$ cat src/rtl/tagres_pkg.sv
package tagres_pkg;

  typedef enum logic [1:0] {
    CMD_NOP   = 2'd0,
    CMD_ALU   = 2'd1,
    CMD_READ  = 2'd2,
    CMD_WRITE = 2'd3
  } cmd_e;

endpackage

$ cat src/rtl/tagres_entry.sv
module tagres_entry #(
  parameter int unsigned DATA_W = 16,
  parameter int unsigned TAG_W = 2,
  parameter logic [DATA_W-1:0] RESET_VALUE = '0
) (
  input  logic              clk,
  input  logic              rst_n,
  input  logic              bc_valid,
  input  logic [TAG_W-1:0]  bc_tag,
  input  logic [DATA_W-1:0] bc_value,
  input  logic              disp_en,
  input  logic [TAG_W-1:0]  disp_tag,
  input  logic              wr_en,
  input  logic [DATA_W-1:0] wr_data,
  output logic              ent_resvd,
  output logic [TAG_W-1:0]  ent_tag,
  output logic [DATA_W-1:0] ent_value
);

  logic              retire_hit;
  logic              upd_en;
  logic              resvd_d;
  logic [TAG_W-1:0]  tag_d;
  logic [DATA_W-1:0] value_d;

  // Retirement first, then the command on top of it.
  always_comb begin
    retire_hit = bc_valid && ent_resvd && (ent_tag == bc_tag);
    resvd_d    = ent_resvd;
    tag_d      = ent_tag;
    value_d    = ent_value;
    if (retire_hit) begin
      resvd_d = 1'b0;
      value_d = bc_value;
    end
    if (disp_en) begin
      resvd_d = 1'b1;
      tag_d   = disp_tag;
    end
    if (wr_en) begin
      resvd_d = 1'b0;
      value_d = wr_data;
    end
    upd_en = retire_hit || disp_en || wr_en;
  end

  always_ff @(posedge clk or negedge rst_n) begin
    if (!rst_n) begin
      ent_resvd <= 1'b0;
      ent_tag   <= '0;
      ent_value <= RESET_VALUE;
    end else if (upd_en) begin
      ent_resvd <= resvd_d;
      ent_tag   <= tag_d;
      ent_value <= value_d;
    end
  end


  dispatch_reserves_chk: assert property (@(posedge clk) disable iff (!rst_n)
    disp_en |=> ent_resvd && ent_tag == $past(disp_tag));


  write_clears_chk: assert property (@(posedge clk) disable iff (!rst_n)
    wr_en |=> !ent_resvd && ent_value == $past(wr_data));


  retire_fills_chk: assert property (@(posedge clk) disable iff (!rst_n)
    (bc_valid && ent_resvd && ent_tag == bc_tag && !disp_en && !wr_en)
      |=> !ent_resvd && ent_value == $past(bc_value));


  idle_holds_chk: assert property (@(posedge clk) disable iff (!rst_n)
    (!bc_valid && !disp_en && !wr_en)
      |=> $stable(ent_value) && $stable(ent_resvd) && $stable(ent_tag));

endmodule

$ cat src/rtl/tagres_src_port.sv
module tagres_src_port #(
  parameter int unsigned NREG = 8,
  parameter int unsigned DATA_W = 16,
  parameter int unsigned TAG_W = 2,
  localparam int unsigned IDX_W = (NREG > 1) ? $clog2(NREG) : 1
) (
  input  logic [IDX_W-1:0]  src_idx,
  input  logic              resvd_arr [NREG],
  input  logic [TAG_W-1:0]  tag_arr   [NREG],
  input  logic [DATA_W-1:0] value_arr [NREG],
  input  logic              bc_valid,
  input  logic [TAG_W-1:0]  bc_tag,
  input  logic [DATA_W-1:0] bc_value,
  output logic              opd_valid,
  output logic [TAG_W-1:0]  opd_tag,
  output logic [DATA_W-1:0] opd_value
);

  logic sel_resvd;
  logic fwd_hit;

  always_comb begin
    sel_resvd = resvd_arr[src_idx];
    opd_tag   = tag_arr[src_idx];
    fwd_hit   = bc_valid && sel_resvd && (opd_tag == bc_tag);
    opd_valid = !sel_resvd || fwd_hit;
    opd_value = fwd_hit ? bc_value : value_arr[src_idx];
  end

endmodule

$ cat src/rtl/tagres_regfile.sv
module tagres_regfile #(
  parameter int unsigned NREG = 8,
  parameter int unsigned DATA_W = 16,
  parameter int unsigned NSTATION = 4,
  parameter logic [DATA_W-1:0] RESET_VALUE = 16'h0005,
  localparam int unsigned IDX_W = (NREG > 1) ? $clog2(NREG) : 1,
  localparam int unsigned TAG_W = (NSTATION > 1) ? $clog2(NSTATION) : 1
) (
  input  logic              clk,
  input  logic              rst_n,
  input  logic [1:0]        cmd_op,
  input  logic [IDX_W-1:0]  src_a_idx,
  input  logic [IDX_W-1:0]  src_b_idx,
  input  logic [IDX_W-1:0]  dst_idx,
  input  logic [DATA_W-1:0] wr_data,
  input  logic [TAG_W-1:0]  station_sel,
  input  logic              bc_valid,
  input  logic [TAG_W-1:0]  bc_tag,
  input  logic [DATA_W-1:0] bc_value,
  output logic              stall,
  output logic [DATA_W-1:0] rd_data,
  output logic              opa_valid,
  output logic [TAG_W-1:0]  opa_tag,
  output logic [DATA_W-1:0] opa_value,
  output logic              opb_valid,
  output logic [TAG_W-1:0]  opb_tag,
  output logic [DATA_W-1:0] opb_value
);
  import tagres_pkg::*;

  cmd_e              cmd;
  logic              ent_resvd [NREG];
  logic [TAG_W-1:0]  ent_tag   [NREG];
  logic [DATA_W-1:0] ent_value [NREG];
  logic              accept;

  always_comb begin
    cmd     = cmd_e'(cmd_op);
    stall   = (cmd == CMD_READ) && ent_resvd[src_a_idx];
    accept  = !stall;
    rd_data = ((cmd == CMD_READ) && accept) ? ent_value[src_a_idx] : '0;
  end

  for (genvar gi = 0; gi < NREG; gi++) begin : g_entry
    logic disp_en;
    logic wr_en;
    always_comb begin
      disp_en = accept && (cmd == CMD_ALU)   && (dst_idx == IDX_W'(gi));
      wr_en   = accept && (cmd == CMD_WRITE) && (dst_idx == IDX_W'(gi));
    end
    tagres_entry #(
      .DATA_W(DATA_W), .TAG_W(TAG_W), .RESET_VALUE(RESET_VALUE)
    ) u_entry (
      .clk(clk), .rst_n(rst_n),
      .bc_valid(bc_valid), .bc_tag(bc_tag), .bc_value(bc_value),
      .disp_en(disp_en), .disp_tag(station_sel),
      .wr_en(wr_en), .wr_data(wr_data),
      .ent_resvd(ent_resvd[gi]), .ent_tag(ent_tag[gi]), .ent_value(ent_value[gi])
    );
  end

  tagres_src_port #(.NREG(NREG), .DATA_W(DATA_W), .TAG_W(TAG_W)) u_src_a (
    .src_idx(src_a_idx), .resvd_arr(ent_resvd), .tag_arr(ent_tag),
    .value_arr(ent_value), .bc_valid(bc_valid), .bc_tag(bc_tag),
    .bc_value(bc_value), .opd_valid(opa_valid), .opd_tag(opa_tag),
    .opd_value(opa_value)
  );

  tagres_src_port #(.NREG(NREG), .DATA_W(DATA_W), .TAG_W(TAG_W)) u_src_b (
    .src_idx(src_b_idx), .resvd_arr(ent_resvd), .tag_arr(ent_tag),
    .value_arr(ent_value), .bc_valid(bc_valid), .bc_tag(bc_tag),
    .bc_value(bc_value), .opd_valid(opb_valid), .opd_tag(opb_tag),
    .opd_value(opb_value)
  );


  stall_only_read_chk: assert property (@(posedge clk) disable iff (!rst_n)
    stall |-> cmd_op == 2'd2 && ent_resvd[src_a_idx]);


  stall_no_data_chk: assert property (@(posedge clk) disable iff (!rst_n)
    stall |-> rd_data == '0);


  bypass_a_chk: assert property (@(posedge clk) disable iff (!rst_n)
    (bc_valid && ent_resvd[src_a_idx] && ent_tag[src_a_idx] == bc_tag)
      |-> opa_valid && opa_value == bc_value);


  ready_a_chk: assert property (@(posedge clk) disable iff (!rst_n)
    !ent_resvd[src_a_idx] |-> opa_valid && opa_value == ent_value[src_a_idx]);


  pending_b_chk: assert property (@(posedge clk) disable iff (!rst_n)
    (ent_resvd[src_b_idx] && !(bc_valid && ent_tag[src_b_idx] == bc_tag))
      |-> !opb_valid && opb_tag == ent_tag[src_b_idx]);

endmodule

$ cat config.mk
export PLATFORM = sky130hd
export DESIGN_NAME = tagres_regfile
export DESIGN_NICKNAME = d
export VERILOG_FILES = /design/src/rtl/tagres_pkg.sv /design/src/rtl/tagres_entry.sv /design/src/rtl/tagres_src_port.sv /design/src/rtl/tagres_regfile.sv
export SDC_FILE = /design/constraint.sdc
export NUM_CORES = 1
export LEC_CHECK = 0
export CAP_MARGIN = 20
export CORE_MARGIN = 2
export CORE_UTILIZATION = 52
export DETAILED_ROUTE_END_ITERATION = 12
export MAX_ROUTING_LAYER = met4
export PLACE_DENSITY = 0.77
export RECOVER_POWER = 25
export SLEW_MARGIN = 20
export SYNTH_ARGS = -nofsm -noshare
export SYNTH_HDL_FRONTEND = slang
export SYNTH_SLANG_ARGS = --single-unit
$ cat constraint.sdc
create_clock -name clk -period 3.2 [get_ports clk]
set_input_delay 0.64 -clock clk [delete_from_list [all_inputs] [get_ports clk]]
set_output_delay 0.64 -clock clk [all_outputs]
set_load 0.005 [all_outputs]
# After elaboration in Yosys (flattened, before gate mapping)

Cells that the tools add are included.

Bits of input ports: 50
Logic and storage cells: 211
Flip-flop bits (word level): 152

Multiplexer cells: 61
$lt $le $gt $ge: 2
Reduce and logical (&&, ||, !) cells: 102
Bitwise operators: 2
Equal/unequal tests: 20

Operators by type and width:

| operator             | count |
|---|---|
| $mux W16             | 23 |
| $bmux W16 S3         | 2 |
| $reduce_and A2 Y1    | 24 |
| $logic_and A1 B1 Y1  | 40 |
| $mux W1              | 28 |
| $reduce_bool A3 Y1   | 8 |
| $eq A2 B2 Y1         | 10 |
| $logic_or A1 B1 Y1   | 18 |
| $reduce_bool A2 Y1   | 8 |
| $bmux W2 S3          | 2 |
| $eq A3 B3 Y1 const B | 4 |
| $ge A4 B4 Y1 const B | 2 |
| $mux W2              | 4 |
| $not A3 Y4           | 2 |
| $bmux W1 S3          | 2 |
| $eq A3 B2 Y1 const B | 2 |
| $eq A2 B2 Y1 const B | 2 |
| $eq A3 B1 Y1 const B | 1 |
| $logic_not A1 Y1     | 3 |
| $logic_not A3 Y1     | 1 |
| $eq A2 B1 Y1 const B | 1 |

# Longest topological paths before layout

Gate-level depths: netlist of the first run.

Word-level depth: 11
Gate-level depth with buffers: 8

# Modules after synthesis

From an unflattened synthesis of the first run, not the netlist that was laid out.

Cell total of the unflattened synthesis: 1135
Area total of the unflattened synthesis: 13462.9 µm²

By module, submodules not included:

| module          | area an instance (µm²) | cells an instance | times used |
|---|---|---|---|
| tagres_entry    | 1152.4                 | 104               | 8 |
| tagres_src_port | 1431.4                 | 95                | 2 |
| tagres_regfile  | 1381.3                 | 113               | 1 |

# Worst setup path after synthesis of the first run

Ideal clock, no wire load.

Path type: input -> output
From: input port src_b_idx[0]
To: output port opb_value[10]
Arrival time: 2.663 ns
Stages on the path: 8
Data required time: 2.560 ns
Setup slack: -0.103 ns
Cell sequence: buf_4 buf_6 mux2i_1 mux4_2 xnor2_1 nor4_4 buf_6 mux2_2

Longest elaborated chain between the ends: 7
Elaborated cells between the ends (all ways): 14
Classes of those cells: 1 x eq/ne; 10 x mux; 1 x bitwise; 2 x reduce/logical

Ends and longest elaborated chain:

| what                                                                  | RTL line                                                            | RTL |
|---|---|---|
| start, declared                                                       | tagres_regfile.sv:13                                                | `input logic [IDX_W-1:0] src_b_idx,` |
| $not A3 Y4 (not written as such) *                                    | tagres_src_port.sv:23, tagres_src_port.sv:24, tagres_src_port.sv:27 |  |
| $bmux W2 S3 or $bmux W1 S3 (tied branches)                            | tagres_src_port.sv:24, tagres_src_port.sv:23                        |  |
| $mux W2 (not written as such) or $mux W1 (tied branches) (2 in a row) | tagres_src_port.sv:24, tagres_src_port.sv:23                        |  |
| $eq A2 B2 Y1 or $logic_and A1 B1 Y1 (tied branches)                   | tagres_src_port.sv:25                                               | `fwd_hit = bc_valid && sel_resvd && (opd_tag == bc_tag);` |
| $logic_and A1 B1 Y1                                                   | tagres_src_port.sv:25                                               |  |
| $mux W16 *                                                            | tagres_src_port.sv:27                                               | `opd_value = fwd_hit ? bc_value : value_arr[src_idx];` |
| end, declared                                                         | tagres_regfile.sv:27                                                | `output logic [DATA_W-1:0] opb_value` |

Every way passes the cells marked *; elsewhere a longest branch is shown, timed or not. The select of a mux whose other input is x is not followed.

# Worst setup path after layout of the first run

From: register g_entry[1].u_entry.ent_tag[1]
To: output port opb_value[2]

Longest elaborated chain between the ends: 6

Ends and longest elaborated chain:

| what                                       | RTL line              | RTL |
|---|---|---|
| start, declared                            | tagres_entry.sv:16    | `output logic [TAG_W-1:0] ent_tag,` |
| start signal, assigned                     | tagres_entry.sv:54    | `ent_tag <= tag_d;` |
| $bmux W2 S3                                | tagres_src_port.sv:24 | `opd_tag = tag_arr[src_idx];` |
| $mux W2 (not written as such) (2 in a row) | tagres_src_port.sv:24 |  |
| $eq A2 B2 Y1                               | tagres_src_port.sv:25 |  |
| $logic_and A1 B1 Y1                        | tagres_src_port.sv:25 |  |
| $mux W16                                   | tagres_src_port.sv:27 |  |

No other way between the ends. The select of a mux whose other input is x is not followed.

==> results by group, run 1 <==
Critical path
  – R2R depth: 7
  – Worst Path Required: 2560 ps
  – Reg2reg start: g_entry[6].u_entry.ent_tag[1]
  – R2r setup slk: 1320 ps
  – Reg2Reg Capture Point: g_entry[6].u_entry.ent_value[11]
  – Crit. End Element: primary output
  – Data arrival, critical path: 2760 ps
  – CP Launch Type: flip-flop
  – Crit path kind: reg2out
  – Worst-path fanout max: 7

Routing
  – Drt wl/cell: 22.9 microns
  – Routed Antenna Nets: 0
  – Final WL: 30400 microns
  – DR DRC count: 0
  – Pre-antenna DRT Iters: 5
  – Via density: 6.14
  – Initial DRC Count: 777
  – Total number of vias: 8160

Clock tree
  – H-tree depth: 4
  – CTS Sinks: 152
  – TritonCTS clock tree: done
  – CTS Buffer Depth: 2
  – Root buf cell: clkbuf_16
  – Hold_buf cts: 0
  – Clk slew on worst S/H paths: 60 ps
  – Worst-skew pair later-pin latency: 430 ps
  – CTS Buf Count: 17

Place
  – DP Wirelength: 18900 microns
  – I/O Buffers: 104
  – Placer Congestion: 0.865
  – Pre-CTS WS: -589 ps

Synthesis
  – Seq/Total Area, Yosys: 37.7%
  – Mapped Cells: 926
  – Synthesized area: 10100 sq um
  – Netlist cell types: 43
  – Post-synth net total: 976
  – Ys async rst share: 100%
  – Syn avg cell area: 11.0 sq um
  – Post-synth EDFFs: 0
  – Synth Warn #: 0
  – Register bit total from synthesis: 152
  – Ys flop type: dfrtp_1

Global route
  – Gr usage total: 31.6%
  – GR Overflow Total: 0
  – Global-route wire length before repair: 47000 microns
  – Initial antenna violation count: 0
  – Largest net degree at the start of global routing: 56
  – Vias in the first global route: 8334

Hold path
  – Worst hold endpoint: g_entry[4].u_entry.ent_resvd
  – Hold path cells: 2
  – Worst Min Path Start: g_entry[4].u_entry.ent_resvd
  – Hold Crit Class: reg2reg

Finish
  – Layout cells sized above 1: 35.2%
  – Layout area overhead: 26.5%
  – Nets: 1101
  – Commonest cells after routing, fill and taps aside: 139 x mux2i_1, 136 x dfrtp_1, 105 x nor2_1, 96 x a21oi_1, 72 x buf_4
  – Post-layout util: 66.6%
  – Filler instances: 1404
  – N_diodes: 0
  – Commonest non-fill, non-tap cell in the layout: mux2i_1

Timing
  – Setup Viol. Count Final: 31
  – Max Clk Rate: 294 MHz
  – Final worst slack: -204 ps
  – Worst Skew: 7.71 ps
  – Final Max Slew Viols: 56
  – Final Critical Period: 3400 ps
  – Final Cycle Share: 106%
  – RSZ-0062 raised after global routing: true
  – Hold WS: 551 ps
  – Hold Vio Cnt, Final: 0
  – Worst slew margin: -65.0%
  – Least-Margin Pin Slew: 2470 ps

Die
  – # IOs: 105
  – Core area: 19300 sq um
  – Die width: 144 microns
  – Number of core rows: 51
  – Die Height: 144 microns
  – Die area: 20600 sq um
  – Starting Density: 52.6%

Power
  – Leak: 5.14 nW
  – Pwr Density: 803 nW/um^2
  – Maximum VDD drop: 0.390 mV

Outcome
  – Failing checks: capacitance limit, slew limit, setup timing
  – Status: finished, violations left

Job
  – Max cap viols: 1
metrics by stage:
step           setup TNS (ps)  instances  cell area [sq um]  total power [mW]
6_report                -4020       1329              12800              10.3
5_1_grt                -14640       1329              12800              10.9
4_1_cts                 -5340       1327              12800              10.2
2_1_floorplan               0        926              10200              6.14
3_5_place_dp           -25830       1271              11800              7.69
3_3_place_gp           -24180       1271              11800              7.50
synthesized netlist by cell type (8+ instances only):
| cell type | number | share of area (%) |
|---|---|---|
| buf_2 | 23 | 1.1 |
| clkbuf_2 | 11 | 0.54 |
| nor3_1 | 9 | 0.44 |
| a21oi_1 | 96 | 4.7 |
| dfstp_2 | 16 | 4.1 |
| mux2_4 | 10 | 1.5 |
| nor2_1 | 105 | 3.9 |
| o21ai_0 | 34 | 1.7 |
| dfrtp_1 | 136 | 34 |
| xor2_1 | 16 | 1.4 |
| mux2_2 | 67 | 7.4 |
| buf_1 | 8 | 0.30 |
| nand2_1 | 60 | 2.2 |
| mux4_2 | 70 | 16 |
| mux2i_1 | 144 | 14 |
| nor2b_1 | 22 | 1.4 |
| clkbuf_1 | 54 | 2.0 |
worst max-delay path, cell delays in order, from the launching register on:
cell     delay, ps
dfrtp_1        350
buf_4          130
mux2i_2         70
mux4_2         530
xnor2_4        190
nor4_4         250
buf_6          240
buf_6          140
mux2_4         300
buf_6          120
layer usage:
| layer | vias to the layer above | global-route usage, % | share of wire (%) |
|---|---|---|---|
| li1 | 3588 | - | - |
| met4 | 0 | 14.8 | 3.8 |
| met5 | - | - | 0 |
| met1 | 4058 | 40.3 | 40 |
| met2 | 416 | 49.7 | 49 |
| met3 | 98 | 5.30 | 7.2 |
sequential cells by signal (all words and copies together) (netlist names):
signal / flops
g_entry.u_entry.ent_value: 128
g_entry.u_entry.ent_tag: 16
g_entry.u_entry.ent_resvd: 8
what timing repair did:
action	in CTS	in global routing
endpoints found under the setup margin	51	49
buffers inserted	23	4
resized for setup	230	33
cloned	2	0
pin swaps	4	3
report_power, final:
group	internal, mW	total, mW	switching (mW)	leakage [nW]
sequential	2.91	3.63	0.715	1.76
clock	1.57	2.35	0.787	0.338
combinational	2.68	4.32	1.64	3.04
total	7.16	10.3	3.14	5.14
worst max path at each step:
stage / from / end / cells after the start
global route: g_entry[5].u_entry.ent_tag[1] / opb_value[2] / 9
global placement: src_b_idx[2] / opb_value[4] / 8
floorplan: src_b_idx[0] / opb_value[10] / 8
CTS: g_entry[2].u_entry.ent_tag[1] / opb_value[2] / 9
detailed placement: src_b_idx[2] / opb_value[2] / 8
finish: g_entry[1].u_entry.ent_tag[1] / opb_value[2] / 9
kinds of logic after synthesis:
| group | Yosys count | synth area share [%] |
|---|---|---|
| compound gates | 141 | 7.46 |
| xor+xnor | 18 | 1.74 |
| buf+inv | 104 | 4.60 |
| flops | 152 | 37.7 |
| mux | 296 | 39.2 |
| simple gates | 215 | 9.28 |
cell type report:
| cell class | count | area, sq um | area share (%) |
|---|---|---|---|
| Clock buffer | 25 | 505 | 3.94 |
| Clock inverter | 7 | 185 | 1.44 |
| Inverter | 3 | 11.3 | 0.0877 |
| Multi-Input combinational cell | 670 | 6050 | 47.2 |
| Sequential cell | 152 | 3820 | 29.8 |
| Tap cell | 265 | 332 | 2.58 |
| Timing Repair Buffer | 207 | 1920 | 15.0 |
Power figures use the tool's default switching activity.
==> inputs of run 2 (changes only) <==
REMOVE_ABC_BUFFERS = 1   (was not set)
SLEW_MARGIN = 10   (was 20)
clock period = 3.1 ns   (was 3.2 ns; I/O delays follow)
==> run 2 against run 1 <==
Non-clock buffer count grew 35. Via count grew 3.0%. The flow still finishes with violations (capacitance limit, slew limit, setup timing). Worst hold slack gained 17 ps. Core utilization grew 1.3 points. Power grew 3.2%. Critical path depth shrank 1.
==> results by group, run 2 (synthesis results as in run 1) <==
Routing
  – Via density: 6.16 (+0.31%)
  – Routed Antenna Nets: 0 (unchanged)
  – Total number of vias: 8401 (+3.0%)
  – Initial DRC Count: 732 (-5.8%)
  – Drt wl/cell: 23.3 microns (+2.0%)
  – Pre-antenna DRT Iters: 5 (unchanged)
  – DR DRC count: 0 (unchanged)
  – Final WL: 31800 microns (+4.7%)

Place
  – Dpl cells: 1279 (+0.63%)
  – DP Wirelength: 18100 microns (-4.0%)
  – Pre-CTS WS: -680 ps (-90.6 ps)
  – I/O Buffers: 104 (unchanged)
  – Placer Congestion: 0.875 (+1.1%)
  – Placed cell area: 11800 sq um (about the same)

Finish
  – Post-Layout Cell Count: 1364 (+2.6%)
  – Nets: 1136 (+3.2%)
  – Largest registers: g_entry.u_entry.ent_value (128), g_entry.u_entry.ent_tag (16), g_entry.u_entry.ent_resvd (8)
  – Commonest cells after routing, fill and taps aside: 143 x mux2i_1, 136 x dfrtp_1, 104 x nor2_1, 96 x a21oi_1, 92 x buf_4
  – Layout cells sized above 1: 37.3% (+2.2 points)
  – N_diodes: 0 (unchanged)
  – Final instance area: 13100 sq um (+2.0%)
  – Max reg flops: 128 (unchanged)
  – Most flop-heavy register: g_entry.u_entry.ent_value
  – Layout area overhead: 29.1%
  – Commonest non-fill, non-tap cell in the layout: mux2i_1

Clock tree
  – Root buf cell: clkbuf_16
  – CTS Buffer Depth: 2 (unchanged)
  – CTS Buf Count: 17 (unchanged)
  – Clk slew on worst S/H paths: 60 ps (about the same)
  – H-tree depth: 4 (unchanged)
  – Hold_buf cts: 0 (unchanged)
  – Worst-skew pair later-pin latency: 430 ps (about the same)
  – CTS Sinks: 152 (unchanged)
  – TritonCTS clock tree: done

Critical path
  – Crit. End Element: primary output
  – Reg2reg start: g_entry[7].u_entry.ent_tag[1]
  – Data arrival, critical path: 2880 ps (+120 ps)
  – Worst-path fanout max: 3 (-4)
  – Bufs and invs on worst path: 3 (-1)
  – Critical path, cell by cell: mux2_4 > mux4_2 > xnor2_4 > o2111ai_4 > clkbuf_16 > buf_6 > mux2_4 > buf_6
  – CP Launch Type: flip-flop
  – Slowest stage cell, crit path: mux4_2
  – Worst Path Required: 2480 ps (-80 ps)
  – Crit path kind: reg2out
  – CP peak stage delay: 540 ps (about the same)
  – Worst Setup EP: opa_value[3]
  – Reg2Reg Capture Point: g_entry[7].u_entry.ent_value[3]
  – Stages on the worst setup path: 8 (-1)
  – R2R depth: 7 (unchanged)
  – Top Family by Delay on Critical Path: multiplexers
  – CP Launch Point: g_entry[6].u_entry.ent_tag[1]
  – R2r setup slk: 1080 ps (-240 ps)

Timing
  – RSZ-0062 raised after global routing: true
  – Final Critical Period: 3500 ps
  – Final worst slack: -397 ps (-193 ps)
  – Worst Skew: 9.88 ps (+2.17 ps)
  – Final Cycle Share: 113%
  – Hold Vio Cnt, Final: 0 (unchanged)
  – Max Clk Rate: 286 MHz
  – Final TNS setup: -9690 ps (-5670 ps)
  – Setup Viol. Count Final: 40 (+29%)
  – Least-Margin Pin Slew: 1760 ps (-713 ps)
  – Final Max Slew Viols: 68 (+21%)
  – Worst slew margin: -17.4% (+48 points)

Die
  – Die Height: 144 microns (unchanged)
  – Core area: 19300 sq um (unchanged)
  – Number of core rows: 51 (unchanged)
  – Die area: 20600 sq um (unchanged)
  – # IOs: 105 (unchanged)
  – Starting Density: 52.6% (unchanged)
  – Die width: 144 microns (unchanged)

Global route
  – Vias in the first global route: 8613 (+3.3%)
  – Initial antenna violation count: 0 (unchanged)
  – Gr usage total: 32.6% (+1.0 points)
  – GR Overflow Total: 0 (unchanged)
  – Global-route wire length before repair: 48300 microns (+2.8%)
  – Largest net degree at the start of global routing: 68 (+21%)

Job
  – Max cap viols: 1 (unchanged)

Power
  – Final Power: 10.6 mW (+3.2%)
  – Maximum VDD drop: 0.372 mV (-4.6%)
  – Leak: 5.33 nW (+3.6%)
  – Pwr Density: 812 nW/um^2 (+1.2%)

Outcome
  – Status: finished, violations left
  – Failing checks: capacitance limit, slew limit, setup timing

Hold path
  – Hold Crit Class: reg2reg
[run 2: area by class of cell]
type	count	area (sq um)
Timing Repair Buffer	242	2230
Sequential cell	152	3820
Clock inverter	12	224
Multi-Input combinational cell	670	6030
Tap cell	265	332
Fill cell	1372	6180
Inverter	3	11.3
Clock buffer	20	437
[run 2: power by group]
group | internal (mW) | total [mW] | switching (mW)
clock | 1.51 | 2.35 | 0.841
combinational | 2.79 | 4.53 | 1.75
sequential | 3.00 | 3.75 | 0.749
[run 2: per-layer routing]
metal  part of all wire, %  track usage, %  up-vias
li1                      -               -     3667
met1                    37            39.4     4094
met2                    48            51.0      497
met3                   8.6            6.70      143
met4                   5.8            18.9        0
met5                     0               -        -
[run 2: how the worst min path moves through the flow]
stage | startpoint | endpoint | slack, ps | cells after the start
finish | g_entry[6].u_entry.ent_value[2] | g_entry[6].u_entry.ent_value[2] | 570 | 2
global route | g_entry[6].u_entry.ent_value[2] | g_entry[6].u_entry.ent_value[2] | 600 | 2
CTS | rst_n | g_entry[5].u_entry.ent_value[10] | 200 | 1
detailed placement | g_entry[0].u_entry.ent_resvd | g_entry[0].u_entry.ent_resvd | 540 | 2
global placement | g_entry[0].u_entry.ent_resvd | g_entry[0].u_entry.ent_resvd | 530 | 2
floorplan | rst_n | g_entry[0].u_entry.ent_resvd | 320 | 0
[run 2: through the flow]
step | hold WS (ps) | utilization (%)
finish | 568 | 67.9
global route | 596 | 67.9
CTS | 203 | 67.6
detailed placement | 537 | 61.3
global placement | 526 | 61.3
floorplan | 324 | -
[run 2: what timing repair did]
item                                   4_1_cts  5_1_grt
setup endpoints to repair                   51       49
pin swaps                                    4        3
setup buffers                               43       16
endpoints found under the hold margin        0        0
gates resized for setup                    198       78
cloned                                       3        0
[run 2: worst reg2reg max path, cell delays in order (launching register included)]
cell and delay [ps]:
dfrtp_1 410, buf_6 140, buf_4 130, xor2_1 160
nor3_2 210, buf_4 440, mux2i_1 300, a21oi_1 100
